--- src/rtl/deskew_pkg.sv ---
package deskew_pkg;

  typedef enum logic [1:0] {
    ST_SEARCH = 2'd0,
    ST_ALIGN  = 2'd1,
    ST_BONDED = 2'd2
  } bond_state_e;

endpackage

--- src/rtl/deskew_marker_det.sv ---
module deskew_marker_det #(
  parameter int               SYM_W  = 8,
  parameter logic [SYM_W-1:0] MARKER = 8'h7C
) (
  input  logic             sym_valid,
  input  logic             sym_k,
  input  logic [SYM_W-1:0] sym_data,
  output logic             hit
);

  // a marker needs all three qualifiers at once
  assign hit = sym_valid && sym_k && (sym_data == MARKER);

endmodule

--- src/rtl/deskew_lane_delay.sv ---
module deskew_lane_delay #(
  parameter int SYM_W = 8,
  parameter int DEPTH = 8,
  parameter int DLY_W = $clog2(DEPTH)
) (
  input  logic             clk,
  input  logic             rst,
  input  logic             in_valid,
  input  logic             in_k,
  input  logic [SYM_W-1:0] in_data,
  input  logic             load,
  input  logic [DLY_W-1:0] load_val,
  output logic             out_valid,
  output logic             out_k,
  output logic [SYM_W-1:0] out_data
);

  localparam int ENT_W = SYM_W + 2;

  logic [ENT_W-1:0] mem [DEPTH];
  logic [DLY_W-1:0] wptr;
  logic [DLY_W-1:0] rptr;
  logic [DLY_W-1:0] dly;
  logic [ENT_W-1:0] wr_ent;
  logic [ENT_W-1:0] rd_ent;
  logic [ENT_W-1:0] sel_ent;

  assign wr_ent = {in_valid, in_k, in_data};
  assign rptr   = wptr - dly;
  assign rd_ent = mem[rptr];
  assign sel_ent = (dly == '0) ? wr_ent : rd_ent;

  // history store, written every cycle, no reset so it maps to RAM
  always_ff @(posedge clk) begin
    mem[wptr] <= wr_ent;
  end

  always_ff @(posedge clk) begin
    if (rst) begin
      wptr <= '0;
      dly  <= '0;
      {out_valid, out_k, out_data} <= '0;
    end else begin
      wptr <= wptr + 1'b1;
      if (load) dly <= load_val;
      {out_valid, out_k, out_data} <= sel_ent;
    end
  end

  // with no delay the lane is a single register stage
  a_r4_zero_delay_passthru: assert property (@(posedge clk) disable iff (rst)
    (dly == '0 && !load) |=> (out_data == $past(in_data) && out_k == $past(in_k)
                              && out_valid == $past(in_valid)));

endmodule

--- src/rtl/deskew_bond_fsm.sv ---
module deskew_bond_fsm
  import deskew_pkg::*;
#(
  parameter int LANES  = 4,
  parameter int WINDOW = 8,
  parameter int DLY_W  = 3
) (
  input  logic                   clk,
  input  logic                   rst,
  input  logic [LANES-1:0]       in_hit,
  input  logic [LANES-1:0]       out_hit,
  output logic                   dly_load,
  output logic [LANES*DLY_W-1:0] dly_val,
  output logic                   bonded,
  output logic                   skew_err
);

  localparam int ARR_W = $clog2(WINDOW);

  bond_state_e      state;
  logic             settle;
  logic [LANES-1:0] seen;
  logic [ARR_W-1:0] wcnt;
  logic [ARR_W-1:0] arr [LANES];

  logic [LANES-1:0] new_hit;
  logic [LANES-1:0] seen_nx;
  logic             all_seen;
  logic             active;
  logic [ARR_W-1:0] cur_t;
  logic [ARR_W-1:0] max_arr;
  logic             out_partial;

  always_comb begin
    new_hit  = in_hit & ~seen;
    seen_nx  = seen | in_hit;
    all_seen = &seen_nx;
    active   = (seen != '0) || (in_hit != '0);
    cur_t    = (seen == '0) ? '0 : wcnt;
    max_arr  = '0;
    for (int l = 0; l < LANES; l++) begin
      if (arr[l] > max_arr) max_arr = arr[l];
    end
  end

  // latest lane gets zero, earlier lanes wait for it
  for (genvar l = 0; l < LANES; l++) begin : g_dly
    assign dly_val[l*DLY_W +: DLY_W] = DLY_W'(max_arr - arr[l]);
  end

  assign dly_load    = (state == ST_ALIGN) && !settle;
  assign out_partial = (out_hit != '0) && (out_hit != '1);

  always_ff @(posedge clk) begin
    if (rst) begin
      state    <= ST_SEARCH;
      settle   <= 1'b0;
      seen     <= '0;
      wcnt     <= '0;
      bonded   <= 1'b0;
      skew_err <= 1'b0;
      for (int l = 0; l < LANES; l++) arr[l] <= '0;
    end else begin
      skew_err <= 1'b0;
      case (state)
        ST_SEARCH: begin
          for (int l = 0; l < LANES; l++) begin
            if (new_hit[l]) arr[l] <= cur_t;
          end
          if (active) begin
            if (all_seen) begin
              state <= ST_ALIGN;
              seen  <= '0;
              wcnt  <= '0;
            end else if ((seen != '0) && (wcnt == ARR_W'(WINDOW - 1))) begin
              skew_err <= 1'b1;
              seen     <= '0;
              wcnt     <= '0;
            end else begin
              seen <= seen_nx;
              wcnt <= wcnt + 1'b1;
            end
          end
        end
        ST_ALIGN: begin
          // first cycle loads delays, second lets the outputs settle
          if (!settle) begin
            settle <= 1'b1;
          end else begin
            settle <= 1'b0;
            state  <= ST_BONDED;
            bonded <= 1'b1;
          end
        end
        ST_BONDED: begin
          if (out_partial) begin
            state  <= ST_SEARCH;
            bonded <= 1'b0;
          end
        end
        default: begin
          state  <= ST_SEARCH;
          bonded <= 1'b0;
        end
      endcase
    end
  end

  // an overrun never coincides with a bonded link
  a_r5_err_not_bonded: assert property (@(posedge clk) disable iff (rst)
    skew_err |-> !bonded);

  // a partial marker at the outputs breaks the bond
  a_r6_partial_drops: assert property (@(posedge clk) disable iff (rst)
    (state == ST_BONDED && out_partial) |=> (!bonded && state == ST_SEARCH));

  // the bond is only ever granted out of the align step
  a_r3_rise_from_align: assert property (@(posedge clk) disable iff (rst)
    $rose(bonded) |-> $past(state == ST_ALIGN));

  // with nothing recorded and no marker, the search stays idle
  a_r2_idle_search: assert property (@(posedge clk) disable iff (rst)
    (state == ST_SEARCH && seen == '0 && in_hit == '0) |=> (seen == '0 && !skew_err));

endmodule

--- src/rtl/deskew_bond.sv ---
module deskew_bond #(
  parameter int               LANES  = 4,
  parameter int               SYM_W  = 8,
  parameter int               DEPTH  = 8,
  parameter int               WINDOW = 8,
  parameter logic [SYM_W-1:0] MARKER = 8'h7C
) (
  input  logic                   clk,
  input  logic                   rst,
  input  logic [LANES*SYM_W-1:0] in_data,
  input  logic [LANES-1:0]       in_k,
  input  logic [LANES-1:0]       in_valid,
  output logic [LANES*SYM_W-1:0] out_data,
  output logic [LANES-1:0]       out_k,
  output logic                   out_valid,
  output logic                   bonded,
  output logic                   skew_err
);

  localparam int DLY_W = $clog2(DEPTH);

  logic [LANES-1:0]       in_hit;
  logic [LANES-1:0]       out_hit;
  logic [LANES-1:0]       lane_v;
  logic                   dly_load;
  logic [LANES*DLY_W-1:0] dly_val;

  for (genvar l = 0; l < LANES; l++) begin : g_lane
    deskew_marker_det #(.SYM_W(SYM_W), .MARKER(MARKER)) i_det_in (
      .sym_valid (in_valid[l]),
      .sym_k     (in_k[l]),
      .sym_data  (in_data[l*SYM_W +: SYM_W]),
      .hit       (in_hit[l])
    );

    deskew_lane_delay #(.SYM_W(SYM_W), .DEPTH(DEPTH), .DLY_W(DLY_W)) i_dly (
      .clk       (clk),
      .rst       (rst),
      .in_valid  (in_valid[l]),
      .in_k      (in_k[l]),
      .in_data   (in_data[l*SYM_W +: SYM_W]),
      .load      (dly_load),
      .load_val  (dly_val[l*DLY_W +: DLY_W]),
      .out_valid (lane_v[l]),
      .out_k     (out_k[l]),
      .out_data  (out_data[l*SYM_W +: SYM_W])
    );

    deskew_marker_det #(.SYM_W(SYM_W), .MARKER(MARKER)) i_det_out (
      .sym_valid (lane_v[l]),
      .sym_k     (out_k[l]),
      .sym_data  (out_data[l*SYM_W +: SYM_W]),
      .hit       (out_hit[l])
    );
  end

  assign out_valid = &lane_v;

  deskew_bond_fsm #(.LANES(LANES), .WINDOW(WINDOW), .DLY_W(DLY_W)) i_fsm (
    .clk      (clk),
    .rst      (rst),
    .in_hit   (in_hit),
    .out_hit  (out_hit),
    .dly_load (dly_load),
    .dly_val  (dly_val),
    .bonded   (bonded),
    .skew_err (skew_err)
  );

  // the first cycle out of reset shows an idle, unbonded block
  a_r1_reset_idle: assert property (@(posedge clk)
    ($past(rst) && !rst) |-> (!bonded && !skew_err && !out_valid));

endmodule

--- config.mk ---
export PLATFORM = sky130hd
export DESIGN_NAME = deskew_bond
export DESIGN_NICKNAME = d
export VERILOG_FILES = /design/src/rtl/deskew_pkg.sv /design/src/rtl/deskew_marker_det.sv /design/src/rtl/deskew_lane_delay.sv /design/src/rtl/deskew_bond_fsm.sv /design/src/rtl/deskew_bond.sv
export SDC_FILE = /design/constraint.sdc
export NUM_CORES = 1
export LEC_CHECK = 0
export BUFFER_PORTS_ARGS = -buffer_cell sky130_fd_sc_hd__buf_2
export CAP_MARGIN = 15
export CORE_MARGIN = 1
export CORE_UTILIZATION = 30
export CTS_BUF_LIST = sky130_fd_sc_hd__clkbuf_2
export DETAILED_ROUTE_END_ITERATION = 16
export GPL_TIMING_DRIVEN = 0
export RECOVER_POWER = 50
export SKIP_LAST_GASP = 1
export SYNTH_ARGS = -nofsm -noshare
export SYNTH_HDL_FRONTEND = slang
export SYNTH_SLANG_ARGS = --single-unit
--- constraint.sdc ---
create_clock -name clk -period 9.7 [get_ports clk]
set_input_delay 1.455 -clock clk [delete_from_list [all_inputs] [get_ports clk]]
set_output_delay 1.455 -clock clk [all_outputs]
set_load 0.03 [all_outputs]
* Word-level counts from Yosys, hierarchy flattened
Memory sizes are Yosys's and may differ from the RTL's. A register that Yosys moved wholly into a read port is not among the register bits. Index checks and enable logic that the tools add are counted.
Storage, ports and cells: flip-flop bits (word level) 36, bits in writable memories 332, bits of input ports 42, output and inout bits 39, word-level logic and storage cells 134, memories kept 5
Memory list:
- g_lane[0].i_dly.mem | depth 8, width 10, read ports 1, clocked after memory_dff 1, write ports 1, line deskew_lane_delay.sv:20 | logic [ENT_W-1:0] mem [DEPTH];
- g_lane[1].i_dly.mem | depth 8, width 10, read ports 1, clocked after memory_dff 1, write ports 1, line deskew_lane_delay.sv:20
- g_lane[2].i_dly.mem | depth 8, width 10, read ports 1, clocked after memory_dff 1, write ports 1, line deskew_lane_delay.sv:20
- g_lane[3].i_dly.mem | depth 8, width 10, read ports 1, clocked after memory_dff 1, write ports 1, line deskew_lane_delay.sv:20
- i_fsm.arr | depth 4, width 3, read ports 4, clocked after memory_dff 0, write ports 4, line deskew_bond_fsm.sv:24 | logic [ARR_W-1:0] arr [LANES];
Operators by class: add/subtract/negate cells 13, order comparisons 4, eq/ne operators 16, muxes and demuxes 41, bitwise operators 9, reduce and logical (&&, ||, !) cells 32
Operators by type and width (number):
- == test 8 x 7 -> 1 bit, second input constant | 8
- two-way mux 3 bit | 11
- subtractor 3 bit | 8
- two-way mux 1 bit | 22
- logical AND 1 bit | 19
- adder 3 x 1 -> 3 bit, second input constant | 5
- AND reduction 4 bit | 3
- nonzero test 4 bit | 3
- > comparator 3 bit | 3
- two-way mux 2 bit | 4
- two-way mux 4 bit | 2
- != test 2 x 1 -> 1 bit, second input constant | 4
- one-hot mux 2 bit (3 select lines) | 1
- bitwise AND 4 bit | 1
- zero test 4 bit | 1
- != test 4 bit, second input constant | 1
- NOT 4 bit | 1
- bitwise OR 1 bit | 4
- bitwise OR 4 bit | 1
- OR reduction 4 bit | 1
- == test 3 bit, second input constant | 1
- > comparator 3 x 1 -> 1 bit, second input constant | 1
- one-hot mux 1 bit (3 select lines) | 1
- AND reduction 3 bit | 1
- other kinds (7) | 8

* Depth between registers and ports, before layout
Gate-level depths: netlist (run 1).
depth in word-level cells 9, depth in mapped cells 23, gate-level depth less buffers 23

* Modules after synthesis
Synthesis (run 1) repeated with hierarchy kept, for this count alone.
Unflattened totals: cells, all modules 960, area total of the unflattened synthesis 16837.4 µm²
By module, submodules not included:
- deskew_lane_delay (g_lane[0].i_dly ...) | times used 2, cells an instance 189, area an instance 3734.8 µm², sequential area each 2722.6 µm²
- deskew_lane_delay (g_lane[2].i_dly) | times used 1, cells an instance 189, area an instance 3736.1 µm², sequential area each 2722.6 µm²
- deskew_lane_delay (g_lane[3].i_dly) | times used 1, cells an instance 185, area an instance 3686.0 µm², sequential area each 2722.6 µm²
- deskew_bond_fsm | times used 1, cells an instance 183, area an instance 1716.6 µm², sequential area each 600.6 µm²
- deskew_marker_det | times used 8, cells an instance 3, area an instance 27.5 µm², sequential area each 0.0 µm²
- deskew_bond | times used 1, cells an instance 1, area an instance 8.8 µm², sequential area each 0.0 µm²

* Worst setup path before layout (run 1)
Ideal clock, no wire load.
kind reg-to-reg, from memory i_fsm.arr[0][0] in the netlist's numbering, to register g_lane[1].i_dly.dly[2], setup time 0.062 ns, data arrival time 5.027 ns, data required time 9.638 ns, setup slack 4.611 ns, stages on the path, launching flop included 24, path buffers 1, clock period less this slack 5.089 ns, cells stage by stage edfxtp_1 > clkbuf_1 > ha_1 > nand2b_1 > o2bb2ai_2 > a31oi_1 > mux2_2 > ha_1 > nor2b_1 > a221oi_4 > a31oi_1 > mux2_2 > ha_1 > nor2b_4 > o21ai_2 > a32oi_4 > mux2i_1 > ha_1 > inv_1 > fa_1 > xnor2_1 > nand2_1 > or4_1 > nand3_1
RTL lines:
- start, declared | line deskew_bond_fsm.sv:24
- end signal, assigned | line deskew_lane_delay.sv:45 | if (load) dly <= load_val;
- end, declared | line deskew_lane_delay.sv:23 | logic [DLY_W-1:0] dly;

==> results of run 1 <==
==> layer usage <==
layer,track usage [%],vias up,routed length (µm)
li1,-,4364,-
met1,17.5,4785,16800
met2,22.0,253,18300
met3,3.79,58,2200
met4,5.46,2,716
met5,0,-,13
==> cells in the final DEF (no fill, tap or decap), types with 23 or more instances in the layout <==
master / instances
a21oi_1: 50
nor2_1: 122
clkbuf_2: 135
clkbuf_1: 78
buf_2: 51
dfxtp_1: 76
mux4_2: 80
inv_1: 28
edfxtp_1: 332
clkinv_1: 42
mux2i_1: 42
ha_1: 23
nand2_1: 24
==> power groups by stage <==
stage / Sequential [mW] / Combinational (mW) / Clock [mW]
floorplan: 2.10 / 0.298 / 0
global placement: 2.06 / 0.493 / 0
detailed placement: 2.07 / 0.521 / 0
CTS: 2.03 / 0.523 / 1.28
global route: 2.03 / 0.553 / 1.37
finish: 2.02 / 0.509 / 1.22
==> sequential cells by signal, indices dropped and copies added (netlist names) <==
register,count
g_lane.i_dly.wptr,12
i_fsm.settle,1
i_fsm.wcnt,3
g_lane.i_dly.out_k,4
g_lane.i_dly.dly,12
g_lane.i_dly.mem,320
i_fsm.seen,4
g_lane.i_dly.out_valid,4
g_lane.i_dly.out_data,32
i_fsm.state,2
i_fsm.skew_err,1
i_fsm.arr,12
i_fsm.bonded,1
==> kinds of logic (layout without fill, tap and decap cells) <==
kind of cell               after synthesis  after routing
muxes                                  126            126
buffers and inverters                   81            378
other                                    0              1
and+or+nand+nor                        245            245
adders and majority gates               31             31
DFF                                    408            408
AOI/OAI and AO/OA                       85             85
xor gates and xnor gates                24             24
==> area by class of cell <==
cell class	instances	area, µm²	share of cell area [%]
inverters	28	105	0.543
clock buffers	135	676	3.49
well taps	748	936	4.84
flip-flops and latches	408	11500	59.4
clock inverters	59	352	1.82
diodes	1	2.50	0.0129
plain buffers	53	244	1.26
repair buffers	103	578	2.99
multi-input cells	511	4960	25.6
==> worst paths after layout <==
path                                                             to                                 from  cells after the start
worst min-delay path            g_lane[2].i_dly.dly[1]$_SDFFE_PP0P_  g_lane[2].i_dly.dly[1]$_SDFFE_PP0P_                      2
worst max-delay path            g_lane[0].i_dly.dly[2]$_SDFFE_PP0P_        i_fsm.arr[0][0]$_SDFFCE_PN0P_                     23
worst min register to register  g_lane[2].i_dly.dly[1]$_SDFFE_PP0P_  g_lane[2].i_dly.dly[1]$_SDFFE_PP0P_                      2
worst max register to register  g_lane[0].i_dly.dly[2]$_SDFFE_PP0P_        i_fsm.arr[0][0]$_SDFFCE_PN0P_                     23
==> worst max-delay path: stages, from the launching register on <==
cell,delay (ps)
edfxtp_1,440
clkbuf_1,120
ha_1,160
nand2b_1,150
o2bb2ai_2,150
a31oi_1,260
mux2_2,400
ha_1,180
nor2b_1,180
a221oi_4,110
a31oi_1,230
mux2_2,390
ha_1,340
nor2b_4,160
o21ai_2,70
a32oi_4,300
mux2i_1,560
ha_1,240
inv_1,50
fa_1,420
xnor2_1,220
nand2_1,70
or4_1,410
nand3_1,100
==> metrics by stage <==
stage	instances	util, %	hold WS, ps	setup WS (ps)
final	2046	35.1	460	3940
after global routing	2046	35.1	489	3580
after CTS	2044	35.4	463	3910
after detailed placement	1850	33.5	448	3980
after global placement	1828	32.8	449	4010
after floorplan	1000	-	436	4610
==> metrics.md, run 1 <==
| Metric | Value |
|---|---|
| Core Box Area | 55100 µm² |
| Antenna-violating nets left | 0 |
| Vias per cell | 4.62 |
| Final setup vio count | 0 |
| Layout Skew | 77.8 ps |
| Total power | 3.76 mW |
| Register area share after synthesis | 68.6% |
| RSZ-0062 raised after global routing | no |
| Startpoint type of the worst setup path | flip-flop |
| Max cap viols | 0 |
| CTS tree | yes |
| First-pass GRT wire length | 58000 µm |
| Synth cell types | 59 |
| DP HPWL | 24800 µm |
| Main combinational cell family by area after synthesis | multiplexers |
| Status | finished, final reports clean |
| H-tree levels | 3 |
| Mapped Avg Cell Area | 16.8 µm² |
| Die width | 238 µm |
| Root Driver | clkbuf_2 |
| Worst Setup End Kind | flip-flop |
| #FFs+latches synth | 408 |
| Compound-Gate Fraction of Synth Area | 3.55% |
| Postcts setup bufs | 0 |
| Post-Route WL | 38100 µm |
| WP data arrival | 6750 ps |
| Share of layout cells above drive strength 1 | 26.6% |
| Clock buffer depth | 3 |
| GR Overflow Total | 0 |
| Sw Pwr | 1.07 mW |
| Synthesized cell area | 16800 µm² |
| Clk slew on worst S/H paths | 110 ps |
| Gr usage total | 13.7% |
| CTS Sinks | 408 |
| Die Footprint | 56800 µm² |
| Via count | 9462 |
| P_leak | 6.64 nW |
| Reg2Reg Setup Slack | 3940 ps |
| Die Ht | 238 µm |
| Rows | 86 |
| Adder-cell share of the synthesized area | 2.67% |
| Worst Path Required | 10690 ps |
| Post-route DRC | 0 |
| Min cycle time layout | 5760 ps |
| Crit share post-route | 59.4% |
| Post-synth top flop | edfxtp_1 |
| 1st-iter DRT viols | 641 |
| Post-synth top area cell | edfxtp_1 |
| Final nets | 1280 |
| I/O pin total | 81 |
| Post-Synthesis Cells | 1000 |
| Area post-placement | 18400 µm² |
| Routability congestion estimate | 0.770 |
| Synth Area in Simple Gates | 7.60% |
| Final Hold Fails | 0 |
| Routed wire per std cell | 18.6 µm |
| Top cells by area, synth | edfxtp_1 60%, mux4_2 11%, dfxtp_1 9.1%, nor2_1 2.7%, mux2i_1 2.5% |
| Post_cts resized | 0 |
| VDD IR-drop max | 0.0000856 V |
| Clk_lat worst skew | 1050 ps |
| Power Density | 194 nW/µm² |
| Initial Util | 30.4% |
| Cell Int Power | 2.69 mW |
| Reg power frac | 53.9% |
| Number of synthesized flops with an enable pin | 332 |
| Worst slew margin | 17.4% |
| Pins Over Slew Limit | 0 |
| Most frequent cells after synthesis | 332 x edfxtp_1, 122 x nor2_1, 80 x mux4_2, 76 x dfxtp_1, 50 x a21oi_1 |
| Largest net degree at the start of global routing | 16 |
| Max Freq | 174 MHz |
| Finished Cell Area | 19300 µm² |
| Logic pwr share | 13.5% |
| Syn-to-layout area delta | 15.4% |
| Hold_buf cts | 0 |
| Detailed Routing Iterations Pass 1 | 5 |
| Setup TNS | 0 ps |
| Post-Synth XOR/XNOR Area | 1.88% |
| Fill cells | 5409 |
| Clock power frac | 32.5% |
| Top-count cell post-synth | edfxtp_1 |
| Yosys top cell area share | 59.5% |
| Async set or reset register ratio after synthesis | 0% |
| Largest fanout on the critical path | 8 |
| Hold WC Path Type | reg -> reg |
| Initial antenna violation count | 2 |
| Vias in the first global route | 9848 |
| Multiplexer share of the synthesized area | 13.6% |
| Switching Fraction | 28.5% |
| Worst slew pin tran | 1220 ps |
| Kind of critical path | reg -> reg |
| Num CTS Buffers | 102 |
| Yosys warnings | 0 |
| Port Buffers | 80 |
| Mapped Nets | 1073 |
Note: power is estimated with default switching activity, not from simulation.
==> inputs of run 2 (changes only) <==
==> constraint.sdc (replaced) <==
create_clock -name clk -period 4.6 [get_ports clk]
set_input_delay 0.69 -clock clk [delete_from_list [all_inputs] [get_ports clk]]
set_output_delay 0.69 -clock clk [all_outputs]
set_load 0.03 [all_outputs]
==> run 2 against run 1 <==
  * Non-clock buffer count is 60 higher
  * The flow now finishes with violations (negative setup slack)
  * Clock skew is 26 ps higher
  * Global-route usage is 0.18 points higher
  * Combinational power is 130% higher
  * Sequential share of layout area is 2.3 points lower
  * Cell area is 3.9% higher
  * Highest routed layer unchanged
  * Final cell count is 2.8% higher
  * Critical endpoint unchanged
  * Largest cell class unchanged
  * Clock power is 100% higher
  * Flip-flop and latch count stayed put
  * Core utilization is 1.4 points higher
==> metrics.md, run 2 (synthesis gave the netlist of run 1 again) <==
| Metric | Value |
|---|---|
| Clk_lat worst skew | 1080 ps (was 1050 ps) |
| Buf/Inv on CP | 2 (unchanged) |
| Pins Over Slew Limit | 0 (unchanged) |
| Sw Pwr | 2.25 mW (was 1.07 mW) |
| Syn-to-layout area delta | 20.0% (was 15.4%) |
| P_leak | 6.98 nW (was 6.64 nW) |
| Post-route DRC | 0 (unchanged) |
| GR Overflow Total | 0 (unchanged) |
| Reg power frac | 53.8% (was 53.9%) |
| Crit share post-route | 109% (was 59.4%) |
| Routability congestion estimate | 0.783 (was 0.770) |
| Failing checks | negative setup slack |
| Root Driver | clkbuf_2 (unchanged) |
| Initial antenna violation count | 4 (was 2) |
| Via count | 9634 (was 9462) |
| RSZ-0062 raised after global routing | yes (was no) |
| Largest register FFs | 320 (unchanged) |
| Status | complete, but fails checks (was finished, final reports clean) |
| Clock power frac | 31.3% (was 32.5%) |
| Most common cell after layout, fill and taps aside | edfxtp_1 (unchanged) |
| Rows | 86 (unchanged) |
| Kind of critical path | reg -> reg (unchanged) |
| Core Box Area | 55100 µm² (unchanged) |
| Crit path cell chain | ha_4 -> nand2b_4 -> o2bb2ai_4 -> a31oi_4 -> mux2_4 -> ha_4 -> nor2b_4 -> a221oi_4 -> a31oi_4 -> mux2_4 -> ha_4 -> nor2b_4 -> o21ai_2 -> a32oi_4 -> mux2i_4 -> buf_4 -> ha_2 -> inv_2 -> fa_2 -> xnor2_2 -> nand2_1 -> or4_1 -> nand3_1 (was clkbuf_1 -> ha_1 -> nand2b_1 -> o2bb2ai_2 -> a31oi_1 -> mux2_2 -> ha_1 -> nor2b_1 -> a221oi_4 -> a31oi_1 -> mux2_2 -> ha_1 -> nor2b_4 -> o21ai_2 -> a32oi_4 -> mux2i_1 -> ha_1 -> inv_1 -> fa_1 -> xnor2_1 -> nand2_1 -> or4_1 -> nand3_1) |
| 1st-iter DRT viols | 578 (was 641) |
| Routed wire per std cell | 18.3 µm (was 18.6 µm) |
| CTS Sinks | 408 (unchanged) |
| Top reg by flops | g_lane.i_dly.mem (unchanged) |
| Final core occ | 36.5% (was 35.1%) |
| Logic pwr share | 14.9% (was 13.5%) |
| VDD IR-drop max | 0.000202 V (was 0.0000856 V) |
| Clock buffer depth | 3 (unchanged) |
| Max cap viols | 0 (unchanged) |
| Final setup margin | -410 ps (was 3940 ps) |
| Max Freq | 200 MHz (was 174 MHz) |
| Detailed Routing Iterations Pass 1 | 5 (unchanged) |
| Num CTS Buffers | 105 (was 102) |
| Startpoint type of the worst setup path | flip-flop (unchanged) |
| Worst hold slack | 468 ps (was 460 ps) |
| First-pass GRT wire length | 58700 µm (was 58000 µm) |
| Gr usage total | 13.9% (was 13.7%) |
| CTS tree | yes (unchanged) |
| Largest fanout on the critical path | 3 (was 8) |
| I/O pin total | 81 (unchanged) |
| Delay of the slowest critical-path stage | 450 ps (was 560 ps) |
| Share of layout cells above drive strength 1 | 31.0% (was 26.6%) |
| Vias in the first global route | 10300 (was 9848) |
| Most frequent CP cell | ha_4 (was ha_1) |
| Clk slew on worst S/H paths | 100 ps (was 110 ps) |
| H-tree levels | 3 (unchanged) |
| Placed Cells incl. Taps | 1851 (was 1850) |
| Power Density | 395 nW/µm² (was 194 nW/µm²) |
| WP data arrival | 6030 ps (was 6750 ps) |
| Die Ht | 238 µm (unchanged) |
| DP HPWL | 25300 µm (was 24800 µm) |
| Switching Fraction | 28.4% (was 28.5%) |
| Min cycle time layout | 5010 ps (was 5760 ps) |
| Antenna-violating nets left | 0 (unchanged) |
| Layout Skew | 103 ps (was 77.8 ps) |
| Post-Route WL | 38500 µm (was 38100 µm) |
| Final nets | 1343 (was 1280) |
| Vias per cell | 4.58 (was 4.62) |
| Worst slew pin tran | 1290 ps (was 1220 ps) |
| Initial Util | 30.4% (unchanged) |
| Slowest stage cell, crit path | edfxtp_1 (was mux2i_1) |
| Worst slew margin | 14.1% (was 17.4%) |
| Most frequent cells in the layout | 332 x edfxtp_1, 163 x clkbuf_2, 121 x nor2_1, 80 x mux4_2, 76 x dfxtp_1 (was 332 x edfxtp_1, 135 x clkbuf_2, 122 x nor2_1, 80 x mux4_2, 78 x clkbuf_1) |
| Port Buffers | 80 (unchanged) |
| Hold WC Path Type | reg -> reg (unchanged) |
| Die width | 238 µm (unchanged) |
| CP delay by family, top | adder cells (was multiplexers) |
| Cell Int Power | 5.68 mW (was 2.69 mW) |
| Largest net degree at the start of global routing | 16 (unchanged) |
| Non-Filler Instances | 2104 (was 2046) |
| Final setup vio count | 6 (was 0) |
| Worst Path Required | 5620 ps (was 10690 ps) |
| Final Hold Fails | 0 (unchanged) |
| Die Footprint | 56800 µm² (unchanged) |
| Worst Setup End Kind | flip-flop (unchanged) |
==> run 2: cell types whose count changed in the layout (fill, tap and decap cells not counted), moves of 5 or more <==
cell | before | now
buf_4 | 8 | 28
ha_4 | 0 | 7
clkinv_1 | 42 | 20
dlygate4sd3_1 | 0 | 41
clkinv_2 | 8 | 3
clkbuf_2 | 135 | 163
clkbuf_1 | 78 | 73
ha_1 | 23 | 12
==> run 2: power by group through the flow <==
stage | sequential (mW) | combinational, mW | clock, mW
finish | 4.27 | 1.18 | 2.48
global route | 4.29 | 1.28 | 2.77
CTS | 4.27 | 1.19 | 2.58
floorplan | 4.43 | 0.655 | 0
detailed placement | 4.36 | 1.12 | 0
global placement | 4.35 | 1.06 | 0
==> run 2: worst min-delay path: cells and delay by family, from the launching register on <==
kind	cells	cell delay [ps]
AOI/OAI and AO/OA	1	50
and+or+nand+nor	1	50
DFF	1	320
==> run 2: area by class of cell <==
class                      count  area (µm²)
clock buffer                 163         816
inverter                      28         105
multi-input combinational    511        5200
tap                          748         936
timing repair buffer         164        1150
antenna                        1        2.50
fill                        5370       35000
clock inverter                29         158
buffer                        52         243
sequential                   408       11500
==> run 2: worst paths after layout <==
check,from,cells past startpoint,slack [ps],end
max,i_fsm.arr[0][4]$_SDFFCE_PN0P_,23,-410,g_lane[0].i_dly.dly[2]$_SDFFE_PP0P_
min,g_lane[3].i_dly.dly[1]$_SDFFE_PP0P_,2,470,g_lane[3].i_dly.dly[1]$_SDFFE_PP0P_
max reg2reg,i_fsm.arr[0][4]$_SDFFCE_PN0P_,23,-410,g_lane[0].i_dly.dly[2]$_SDFFE_PP0P_
min reg2reg,g_lane[3].i_dly.dly[1]$_SDFFE_PP0P_,2,470,g_lane[3].i_dly.dly[1]$_SDFFE_PP0P_
==> run 2: stage by stage <==
stage | setup TNS (ps) | setup WS, ps | cell area, µm² | total power [mW]
after CTS | -1610 | -384 | 20200 | 8.04
after global placement | -4790 | -816 | 18200 | 5.41
after detailed placement | -5290 | -860 | 18600 | 5.48
after global routing | -3210 | -610 | 20100 | 8.34
after floorplan | -978 | -245 | 16900 | 5.08
final | -1740 | -410 | 20100 | 7.93
==> run 2: what timing repair did <==
| item | CTS | global route |
|---|---|---|
| pin swaps | 13 | 2 |
| hold buffers | 41 | 0 |
| endpoints found under the hold margin | 363 | 0 |
| setup buffers | 13 | 6 |
| resized for setup | 15 | 1 |
| setup endpoints to repair | 12 | 8 |
==> run 2: routing by layer <==
| layer | up-vias | wire length, µm | GRT usage (%) |
|---|---|---|---|
| li1 | 4474 | - | - |
| met1 | 4800 | 16300 | 17.0 |
| met2 | 295 | 18800 | 22.8 |
| met3 | 59 | 2480 | 3.91 |
| met4 | 6 | 786 | 5.67 |
| met5 | - | 102 | 0.952 |
==> inputs of run 3 (changes only) <==
--- a/config.mk
+++ b/config.mk
@@ -12,6 +12,7 @@
 export CTS_BUF_LIST = sky130_fd_sc_hd__clkbuf_2
 export DETAILED_ROUTE_END_ITERATION = 16
 export GPL_TIMING_DRIVEN = 0
+export PLACE_DENSITY = 0.51
 export RECOVER_POWER = 50
 export SKIP_LAST_GASP = 1
 export SYNTH_ARGS = -nofsm -noshare
==> constraint.sdc (replaced) <==
create_clock -name clk -period 4.6 [get_ports clk]
set_input_delay 0.46 -clock clk [delete_from_list [all_inputs] [get_ports clk]]
set_output_delay 0.46 -clock clk [all_outputs]
set_load 0.03 [all_outputs]
==> run 3 against run 2 <==
  * The flow still finishes with violations (negative setup slack)
  * Cell area rose by 0.57%
  * Setup slack improved by 82 ps
  * Worst hold slack got worse by 150 ps
  * Fmax rose by 1.7%
  * Count of clock-buffer cells in the layout fell by 9
  * Largest power group unchanged
==> metrics.md, run 3 (synthesis gave the netlist of run 1 again) <==
| Metric | Value |
|---|---|
| Status | complete, but fails checks (unchanged) |
| Failing checks | negative setup slack (unchanged) |
| Final setup margin | -329 ps (was -410 ps) |
| Worst slew margin | 12.4% (was 14.1%) |
| GR Overflow Total | 0 (unchanged) |
| DP HPWL | 26100 µm (was 25300 µm) |
| Initial antenna violation count | 1 (was 4) |
| Worst Setup End Kind | flip-flop (unchanged) |
| Power Density | 401 nW/µm² (was 395 nW/µm²) |
| Vias per cell | 4.55 (was 4.58) |
| Top reg by flops | g_lane.i_dly.mem (unchanged) |
| Hold WC Path Type | in -> reg (was reg -> reg) |
| Vias in the first global route | 10000 (was 10300) |
| Max cap viols | 0 (unchanged) |
| VDD IR-drop max | 0.000241 V (was 0.000202 V) |
| Crit share post-route | 107% (was 109%) |
| Syn-to-layout area delta | 20.7% (was 20.0%) |
| Num CTS Buffers | 106 (was 105) |
| Max Freq | 203 MHz (was 200 MHz) |
| Final setup vio count | 5 (was 6) |
| Setup TNS | -1250 ps (was -1740 ps) |
| Post-route DRC | 0 (unchanged) |
| I/O pin total | 81 (unchanged) |
| Routed wire per std cell | 18.8 µm (was 18.3 µm) |
| Final core occ | 36.7% (was 36.5%) |
| Initial Util | 30.4% (unchanged) |
| CTS tree | yes (unchanged) |
| Root Driver | clkbuf_2 (unchanged) |
| CTS Sinks | 408 (unchanged) |
| Fill cells | 5332 (was 5370) |
| Clock buffer depth | 3 (unchanged) |
| H-tree levels | 3 (unchanged) |
| Kind of critical path | reg -> reg (unchanged) |
| RSZ-0062 raised after global routing | yes (unchanged) |
| Via count | 9606 (was 9634) |
| Multi-input logic area | 5250 µm² (was 5200 µm²) |
| Detailed Routing Iterations Pass 1 | 7 (was 5) |
| WP data arrival | 5960 ps (was 6030 ps) |
| 1st-iter DRT viols | 584 (was 578) |
| Core Box Area | 55100 µm² (unchanged) |
| Clk_lat worst skew | 1090 ps (was 1080 ps) |
| Antenna-violating nets left | 0 (unchanged) |
| Gr usage total | 14.3% (was 13.9%) |
| Total power | 8.11 mW (was 7.93 mW) |
| Die width | 238 µm (unchanged) |
| Largest register FFs | 320 (unchanged) |
| Startpoint type of the worst setup path | flip-flop (unchanged) |
| First-pass GRT wire length | 59900 µm (was 58700 µm) |
| Rows | 86 (unchanged) |
| Most frequent cells in the layout | 332 x edfxtp_1, 154 x clkbuf_2, 121 x nor2_1, 80 x mux4_2, 76 x dfxtp_1 (was 332 x edfxtp_1, 163 x clkbuf_2, 121 x nor2_1, 80 x mux4_2, 76 x dfxtp_1) |
| Worst Path Required | 5640 ps (was 5620 ps) |
| Worst slew pin tran | 1300 ps (was 1290 ps) |
| Pins Over Slew Limit | 0 (unchanged) |
| Final nets | 1341 (was 1343) |
| Die Footprint | 56800 µm² (unchanged) |
| Sequential Area | 11500 µm² (unchanged) |
| Port Buffers | 80 (unchanged) |
| Final Hold Fails | 0 (unchanged) |
| Routability congestion estimate | 0.782 (was 0.783) |
| Min cycle time layout | 4930 ps (was 5010 ps) |
| Clk slew on worst S/H paths | 110 ps (was 100 ps) |
| P_leak | 7.00 nW (was 6.98 nW) |
| Share of layout cells above drive strength 1 | 30.6% (was 31.0%) |
| Die Ht | 238 µm (unchanged) |
| Largest net degree at the start of global routing | 16 (unchanged) |
| Most common cell after layout, fill and taps aside | edfxtp_1 (unchanged) |
| Layout Skew | 65.9 ps (was 103 ps) |
| Post-Route WL | 39600 µm (was 38500 µm) |
| Largest fanout on the critical path | 3 (unchanged) |
[run 3: layout make-up]
type	instances	share of cell area, %
Antenna cell	1	0.0124
Buffer	52	1.19
Clock buffer	154	3.81
Clock inverter	47	1.49
Inverter	28	0.520
Multi-Input combinational cell	511	25.9
Sequential cell	408	56.8
Tap cell	748	4.63
Timing Repair Buffer	161	5.56
[run 3: power breakdown]
part | internal [mW] | switching (mW) | leakage (nW)
combinational | 0.481 | 0.701 | 2.53
sequential | 4.20 | 0.0745 | 3.69
clock | 1.14 | 1.51 | 0.778
total | 5.82 | 2.29 | 7.00
[run 3: repair_timing]
action | CTS | global route
setup buffers | 15 | 3
endpoints found under the hold margin | 387 | 0
pin swaps | 12 | 6
cloned | 0 | 0
setup endpoints to repair | 10 | 8
gates resized for setup | 13 | 8
hold buffers | 41 | 0
[run 3: routing by layer]
metal | wire (µm) | global-route usage, %
met1 | 17200 | 17.8
met2 | 19500 | 23.5
met3 | 2090 | 3.67
met4 | 842 | 5.85
met5 | 0 | 0
[run 3: path summary, 6_finish.rpt]
| path | start | to | slack [ps] | cells past startpoint |
|---|---|---|---|---|
| max | i_fsm.arr[0][4]$_SDFFCE_PN0P_ | g_lane[0].i_dly.dly[2]$_SDFFE_PP0P_ | -330 | 23 |
| min | in_data[5] | g_lane[0].i_dly.mem[2][5]$_DFFE_PP_ | 320 | 2 |
| max reg2reg | i_fsm.arr[0][4]$_SDFFCE_PN0P_ | g_lane[0].i_dly.dly[2]$_SDFFE_PP0P_ | -330 | 23 |
| min reg2reg | g_lane[2].i_dly.dly[1]$_SDFFE_PP0P_ | g_lane[2].i_dly.dly[1]$_SDFFE_PP0P_ | 470 | 2 |
[run 3: through the flow]
stage / instances / instance area, µm² / hold slack, ps / worst slack (ps)
finish: 2110 / 20200 / 320 / -329
global route: 2110 / 20200 / 218 / -594
CTS: 2106 / 20300 / 31.0 / -359
detailed placement: 1850 / 18600 / 455 / -778
global placement: 1828 / 18200 / 447 / -749
floorplan: 1000 / 16900 / 436 / -245
[run 3: critical path: stages (launching register included)]
cell       delay [ps]
edfxtp_1          440
ha_4              310
nand2b_4           60
o2bb2ai_4         160
a31oi_4           230
mux2_4            350
ha_4              170
nor2b_4           120
a221oi_4           80
a31oi_4           180
mux2_4            350
ha_4              270
nor2b_4           130
o21ai_2            70
a32oi_4           260
mux2i_4           330
buf_6             150
ha_4              120
inv_2              30
fa_2              340
xnor2_2           150
nand2_1            60
or4_1             420
nand3_1           100
